[src/rtl/otg_tmr_pkg.sv]
// Package: shared sizes and the decoded command type for the one-shot timer.
// Assumes a 32-bit control word with the arm flag above a 27-bit count.
package otg_tmr_pkg;
    localparam int unsigned TMR_REG_W   = 32;
    localparam int unsigned TMR_CNT_W   = 27;
    localparam int unsigned TMR_ARM_BIT = 31;
    localparam int unsigned TMR_EVT_W   = 32;
    localparam int unsigned TMR_EVT_BIT = 16;

    typedef struct packed {
        logic load;
        logic cancel;
    } tmr_cmd_t;
endpackage

[src/rtl/otg_tmr_cmd_dec.sv]
// Module: turns a write strobe plus arm flag into a load or cancel command.
// Assumes the strobe lasts one cycle per write; produces no state.
module otg_tmr_cmd_dec
    import otg_tmr_pkg::*;
#(
    parameter int unsigned CNT_W = TMR_CNT_W
) (
    input  logic             wr_en,
    input  logic             arm_bit,
    input  logic [CNT_W-1:0] cnt_field,
    output tmr_cmd_t         cmd,
    output logic [CNT_W-1:0] load_val
);
    // Classify the write: armed writes load, unarmed writes cancel.
    always_comb begin
        cmd.load   = wr_en & arm_bit;
        cmd.cancel = wr_en & ~arm_bit;
        load_val   = cnt_field;
    end
endmodule

[src/rtl/otg_tmr_counter.sv]
// Module: down counter with a run flag; flags expiry when a running count is 0.
// Assumes load and cancel are never both high; load wins over a same-edge expiry.
module otg_tmr_counter
    import otg_tmr_pkg::*;
#(
    parameter int unsigned CNT_W = TMR_CNT_W
) (
    input  logic             clk,
    input  logic             rst_n,
    input  tmr_cmd_t         cmd,
    input  logic [CNT_W-1:0] load_val,
    output logic             expire,
    output logic             running
);
    localparam logic [CNT_W-1:0] CNT_ONE  = CNT_W'(1);
    localparam logic [CNT_W-1:0] CNT_ZERO = '0;

    logic [CNT_W-1:0] cnt;

    // Expiry: the count has run out and no new command overrides it this edge.
    always_comb begin
        expire = running && (cnt == CNT_ZERO) && !cmd.load && !cmd.cancel;
    end

    // Count state: load, cancel, tick down, or stop after the final tick.
    always_ff @(posedge clk) begin
        if (!rst_n) begin
            running <= 1'b0;
            cnt     <= CNT_ZERO;
        end else if (cmd.load) begin
            running <= 1'b1;
            cnt     <= load_val;
        end else if (cmd.cancel) begin
            running <= 1'b0;
        end else if (running) begin
            if (cnt == CNT_ZERO) begin
                running <= 1'b0;
            end else begin
                cnt <= cnt - CNT_ONE;
            end
        end
    end


    cancel_stops_chk: assert property (@(posedge clk) disable iff (!rst_n)
        cmd.cancel |=> !running);


    load_restarts_chk: assert property (@(posedge clk) disable iff (!rst_n)
        cmd.load |=> (running && cnt == $past(load_val)));


    tick_down_chk: assert property (@(posedge clk) disable iff (!rst_n)
        (running && cnt != CNT_ZERO && !cmd.load && !cmd.cancel)
        |=> (cnt == $past(cnt) - CNT_ONE));


    single_shot_chk: assert property (@(posedge clk) disable iff (!rst_n)
        expire |=> !running);
endmodule

[src/rtl/otg_tmr_ctrl_reg.sv]
// Module: the readable control word; takes writes, clears itself on expiry.
// Assumes a write on the expiry edge takes priority over the clear.
module otg_tmr_ctrl_reg
    import otg_tmr_pkg::*;
#(
    parameter int unsigned REG_W = TMR_REG_W
) (
    input  logic             clk,
    input  logic             rst_n,
    input  logic             wr_en,
    input  logic [REG_W-1:0] wr_data,
    input  logic             expire,
    output logic [REG_W-1:0] value
);
    // Hold the last written word, or zero once the countdown has expired.
    always_ff @(posedge clk) begin
        if (!rst_n) begin
            value <= '0;
        end else if (wr_en) begin
            value <= wr_data;
        end else if (expire) begin
            value <= '0;
        end
    end


    write_stored_chk: assert property (@(posedge clk) disable iff (!rst_n)
        wr_en |=> (value == $past(wr_data)));


    expiry_clears_chk: assert property (@(posedge clk) disable iff (!rst_n)
        (expire && !wr_en) |=> (value == '0));
endmodule

[src/rtl/otg_tmr_evt.sv]
// Module: registers the expiry and places it as a one-cycle set pulse on a fixed bit.
// Assumes the expiry input is high for at most one cycle per arming.
module otg_tmr_evt
    import otg_tmr_pkg::*;
#(
    parameter int unsigned EVT_W   = TMR_EVT_W,
    parameter int unsigned EVT_BIT = TMR_EVT_BIT
) (
    input  logic             clk,
    input  logic             rst_n,
    input  logic             expire,
    output logic [EVT_W-1:0] evt_set
);
    logic evt_q;

    // Register the expiry so the event leaves the block from a flop.
    always_ff @(posedge clk) begin
        if (!rst_n) begin
            evt_q <= 1'b0;
        end else begin
            evt_q <= expire;
        end
    end

    // Route the pulse to its pending bit; tie every other bit low.
    for (genvar b = 0; b < EVT_W; b++) begin : g_evt_bit
        if (b == EVT_BIT) begin : g_hit
            assign evt_set[b] = evt_q;
        end else begin : g_zero
            assign evt_set[b] = 1'b0;
        end
    end


    one_cycle_evt_chk: assert property (@(posedge clk) disable iff (!rst_n)
        evt_q |=> !evt_q);


    evt_onehot_chk: assert property (@(posedge clk) disable iff (!rst_n)
        $onehot0(evt_set));
endmodule

[src/rtl/otg_oneshot_timer.sv]
// Module: top of the one-shot countdown timer. The control word carries an
// arm flag and a tick count; expiry clears the word and pulses a pending bit.
// Assumes a single-cycle write strobe and a synchronous active-low reset.
module otg_oneshot_timer
    import otg_tmr_pkg::*;
#(
    parameter int unsigned REG_W   = TMR_REG_W,
    parameter int unsigned CNT_W   = TMR_CNT_W,
    parameter int unsigned ARM_BIT = TMR_ARM_BIT,
    parameter int unsigned EVT_W   = TMR_EVT_W,
    parameter int unsigned EVT_BIT = TMR_EVT_BIT
) (
    input  logic             clk,
    input  logic             rst_n,
    input  logic             wr_en,
    input  logic [REG_W-1:0] wr_data,
    output logic [REG_W-1:0] rd_data,
    output logic [EVT_W-1:0] evt_set
);
    tmr_cmd_t         cmd;
    logic [CNT_W-1:0] load_val;
    logic             expire;
    logic             running;

    otg_tmr_cmd_dec #(.CNT_W(CNT_W)) u_dec (
        .wr_en     (wr_en),
        .arm_bit   (wr_data[ARM_BIT]),
        .cnt_field (wr_data[CNT_W-1:0]),
        .cmd       (cmd),
        .load_val  (load_val)
    );

    otg_tmr_counter #(.CNT_W(CNT_W)) u_cnt (
        .clk      (clk),
        .rst_n    (rst_n),
        .cmd      (cmd),
        .load_val (load_val),
        .expire   (expire),
        .running  (running)
    );

    otg_tmr_ctrl_reg #(.REG_W(REG_W)) u_reg (
        .clk     (clk),
        .rst_n   (rst_n),
        .wr_en   (wr_en),
        .wr_data (wr_data),
        .expire  (expire),
        .value   (rd_data)
    );

    otg_tmr_evt #(.EVT_W(EVT_W), .EVT_BIT(EVT_BIT)) u_evt (
        .clk     (clk),
        .rst_n   (rst_n),
        .expire  (expire),
        .evt_set (evt_set)
    );


    no_evt_after_cancel_chk: assert property (@(posedge clk) disable iff (!rst_n)
        (wr_en && !wr_data[ARM_BIT]) |=> (evt_set == '0));


    write_beats_expiry_chk: assert property (@(posedge clk) disable iff (!rst_n)
        wr_en |=> (evt_set == '0));


    idle_quiet_chk: assert property (@(posedge clk) disable iff (!rst_n)
        (!running && !wr_en) |=> (evt_set == '0));
endmodule

[config.mk]
export PLATFORM = sky130hd
export DESIGN_NAME = otg_oneshot_timer
export DESIGN_NICKNAME = d
export VERILOG_FILES = /design/src/rtl/otg_tmr_pkg.sv /design/src/rtl/otg_tmr_cmd_dec.sv /design/src/rtl/otg_tmr_counter.sv /design/src/rtl/otg_tmr_ctrl_reg.sv /design/src/rtl/otg_tmr_evt.sv /design/src/rtl/otg_oneshot_timer.sv
export SDC_FILE = /design/constraint.sdc
export NUM_CORES = 1
export LEC_CHECK = 0
export BUFFER_PORTS_ARGS = -buffer_cell sky130_fd_sc_hd__buf_2
export CAP_MARGIN = 20
export CORE_MARGIN = 10
export CORE_UTILIZATION = 48
export DETAILED_ROUTE_END_ITERATION = 10
export PLACE_DENSITY = 0.78
export SLEW_MARGIN = 20
export SYNTH_ARGS = -nofsm -noshare
export SYNTH_HDL_FRONTEND = slang
export SYNTH_HIERARCHICAL = 1
export SYNTH_SLANG_ARGS = --single-unit
[constraint.sdc]
create_clock -name clk -period 2.3 [get_ports clk]
set_input_delay 0.115 -clock clk [delete_from_list [all_inputs] [get_ports clk]]
set_output_delay 0.115 -clock clk [all_outputs]
set_load 0.005 [all_outputs]
==> flow_metrics.py <==
metrics = {
    "finish": {
        "multi_input_area_sq_um": 2070,
        "n_antenna_cell": 0,
        "regArea_sq_um": 1220,
        "finalNetCount": 506,
        "syn2layout_area_growth_pct": 10.4,
        "fill_cells": 696,
        "drive_gt1_frac": 0.403,
    },
    "placement": {
        "gp_congestion": 0.960,
        "place_ws_ns": 0.0341,
        "port_buffers": 67,
        "dp_hpwl_microns": 6940,
    },
    "sta": {
        "finClkSkew_ns": 0.00534,
        "setup_ws_ns": 0.115,
        "min_period_over_period": 0.950,
        "setup_viol": 0,
        "rsz0062_at_grt": "yes",
        "worst_pin_slew_ns": 0.647,
        "hold_viol": 0,
        "drv_slew": 0,
        "setup_tns_ns": 0,
        "min_period_ns": 2.19,
        "timing.fmax_mhz": 458,
        "relSlewSlack": 0.568,
    },
    "route": {
        "drt_pre_antenna_iters": 4,
        "ant_nets": 0,
        "vias": 3166,
        "totalWireLength_microns": 9210,
        "drc": 0,
        "highest_layer": "met4",
        "via_per_inst": 5.50,
        "m1WireLength_microns": 3970,
        "wire_per_inst_microns": 16.0,
        "wl_met2_microns": 4440,
        "routed-wl-met3_microns": 710,
        "drt_iter0_markers": 270,
    },
    "critical_path": {
        "crit_buf_inv": 1,
        "crit_path_start_kind": "register",
        "slowest_stage": "or4_4",
        "cp-startpoint": "u_cnt/cnt[12]",
        "crit_path_max_incr_delay_ns": 0.55,
        "crit_fanout": 7,
        "crit_family": "simple AND/OR/NAND/NOR gates",
        "worstPathArrival_ns": 2.41,
        "critical_path_required_ns": 2.53,
        "r2r_cells": 7,
        "rr_startpoint": "u_cnt/cnt[12]",
        "critPathKind": "register to register",
        "worstSetupEndpointType": "register",
        "worst-r2r-setup-slack_ns": 0.11,
        "cp_cell_sequence": "or4_4 -> nor4_4 -> nand4_1 -> nor4_2 -> nand2b_4 -> buf_4 -> o21ai_2",
        "timing.rr.end": "u_reg/value[24]",
    },
    "global_route": {
        "grt_max_degree": 65,
        "grt_antenna_before_repair": 0,
        "grt_pass1_vias": 3032,
        "grt_pass1_wl_microns": 14800,
        "grt_overflow": 0,
        "grtUsageTotal": 0.150,
    },
    "power_and_ir_drop": {
        "seqPwrFrac": 0.435,
        "p_sw_uw": 804,
        "p_leak_uw": 0.00170,
        "power_density_nw_per_um2": 646,
        "internal_power_uw": 1930,
        "peakVddDrop_v": 0.000486,
        "combPwrFrac": 0.211,
        "clkPwrFrac": 0.353,
        "switching_share": 0.294,
    },
    "clock_network": {
        "root_buffer": "clkbuf_8",
        "clkSinkCount": 61,
        "cts_buffers": 9,
        "cts.clk_slew.worst_paths_ns": 0.07,
        "tritoncts": "yes",
        "h-tree-depth": 3,
        "cts_buffer_depth": 2,
        "clock_latency_ns": 0.34,
    },
    "worst_hold_path": {
        "min_to": "u_reg/value[28]",
        "hold_depth": 3,
        "hp-class": "input port to register",
        "min_from": "wr_data[28]",
    },
    "yosys": {
        "synthTopCellsByArea": "dfxtp_1 (32%), buf_4 (12%), nand3_2 (7.8%), o21ai_2 (6.8%), nand2b_1 (5.5%)",
        "ys_types": 55,
        "synth_seq_cells": 61,
        "yosysMostFrequentCell": "buf_4",
        "syn_avg_cell_area_sq_um": 9.20,
        "yosys_most_used_dff": "dfxtp_1",
        "synth.top_cell.area_share": 0.318,
        "yosys_warnings": 6,
        "yosysSeqAreaShare": 0.318,
        "async_flop_share": 0,
        "synth_edf_count": 0,
        "synth_common_cells": "buf_4 (62), dfxtp_1 (61), nand2b_1 (34), nand3_2 (30), o21ai_2 (30)",
        "synth.cell_area_sq_um": 3840,
        "synthCells": 417,
        "synth.largest_area_cell": "dfxtp_1",
    },
    "run": {
        "timing.max_cap.violations": 0,
    },
    "floorplan": {
        "coreArea_sq_um": 7770,
        "die_x_microns": 109,
        "ios": 99,
        "dieHeight_microns": 109,
        "rows": 32,
        "die_area_sq_um": 12000,
        "initial_utilization": 0.494,
    },
    "status": {
        "outcome": "completed",
    },
}
-- what timing repair did --
action | in CTS | in global routing
resized for setup | 0 | 8
setup buffers | 0 | 2
hold buffers | 1 | 0
endpoints found under the setup margin | 0 | 42
hold endpoints to repair | 1 | 0
-- placed cells by master, fill, tap and decap left out, drive strengths merged, types with 4 or more instances in the layout --
cell	instances
conb	31
a21oi	13
clkbuf	12
o211ai	5
nor2	5
or3	5
buf	97
o21ai	60
a31oi	9
nor3	5
nand3	40
or4	10
dfxtp	61
xor2	4
nand4	8
nand2	9
xnor2	6
nor4	10
nand2b	35
nor2b	5
-- cells by family (layout without fill, tap and decap cells) --
group	count (synthesis)	in the layout	share of synthesized area
multiplexers	2	2	0.00554
XOR/XNOR	10	10	0.0228
adder cells (fa/ha/maj)	1	1	0.00326
AND/OR/NAND/NOR	144	144	0.271
flip-flops	61	61	0.318
buffers and inverters	89	116	0.179
other	1	31	0.000978
AO/OA/AOI/OAI	109	109	0.199
-- metal layers --
| layer | global-route usage | vias up |
|---|---|---|
| li1 | - | 1523 |
| met1 | 0.189 | 1511 |
| met2 | 0.249 | 121 |
| met3 | 0.0369 | 11 |
| met4 | 0.0465 | 0 |
| met5 | 0 | - |
-- through the flow --
step | std cells | utilization | instance area (sq um) | hold slack (ns) | power, uW
3_5_place_dp | 558 | 0.511 | 3970 | 0.355 | 1770
5_1_grt | 576 | 0.545 | 4240 | 0.0138 | 2860
4_1_cts | 574 | 0.538 | 4180 | 0.00182 | 2730
6_report | 576 | 0.545 | 4240 | 0.00343 | 2740
3_3_place_gp | 558 | 0.511 | 3970 | 0.343 | 1750
2_1_floorplan | 447 | - | 3950 | 0.242 | 1650
-- worst max path at each step --
| stage | to | depth (start not counted) |
|---|---|---|
| 2_1_floorplan | u_reg/value[0] | 7 |
| 3_5_place_dp | u_cnt/cnt[7] | 6 |
| 4_1_cts | u_cnt/cnt[7] | 6 |
| 3_3_place_gp | u_reg/value[3] | 7 |
| 5_1_grt | u_reg/value[3] | 7 |
| 6_report | u_reg/value[24] | 7 |
-- sequential cells by signal (all words and copies together) (netlist names) --
register / flops
u_reg/value: 32
u_cnt/cnt: 27
u_evt/evt_q: 1
u_cnt/running: 1
-- worst min-delay path, delay by kind of cell --
| kind | cells | cell delay (ns) |
|---|---|---|
| buffers and inverters | 1 | 0.08 |
| AO/OA/AOI/OAI | 1 | 0.05 |
| AND/OR/NAND/NOR | 1 | 0.07 |
-- final cells by class --
| type | count | area share |
|---|---|---|
| clock inverter | 3 | 0.0106 |
| clock buffer | 12 | 0.0366 |
| timing repair buffer | 98 | 0.144 |
| sequential | 61 | 0.289 |
| multi-input combinational | 297 | 0.488 |
| inverter | 3 | 0.00266 |
| tap | 102 | 0.0301 |
-- power by group through the flow --
stage / Clock, uW / Sequential [uW] / Combinational (uW)
after floorplan: 0 / 1200 / 446
after global placement: 0 / 1210 / 548
after detailed placement: 0 / 1210 / 557
after CTS: 979 / 1190 / 561
after global routing: 1030 / 1200 / 634
final: 967 / 1190 / 578
No activity file was read; power rests on OpenSTA's default activity.
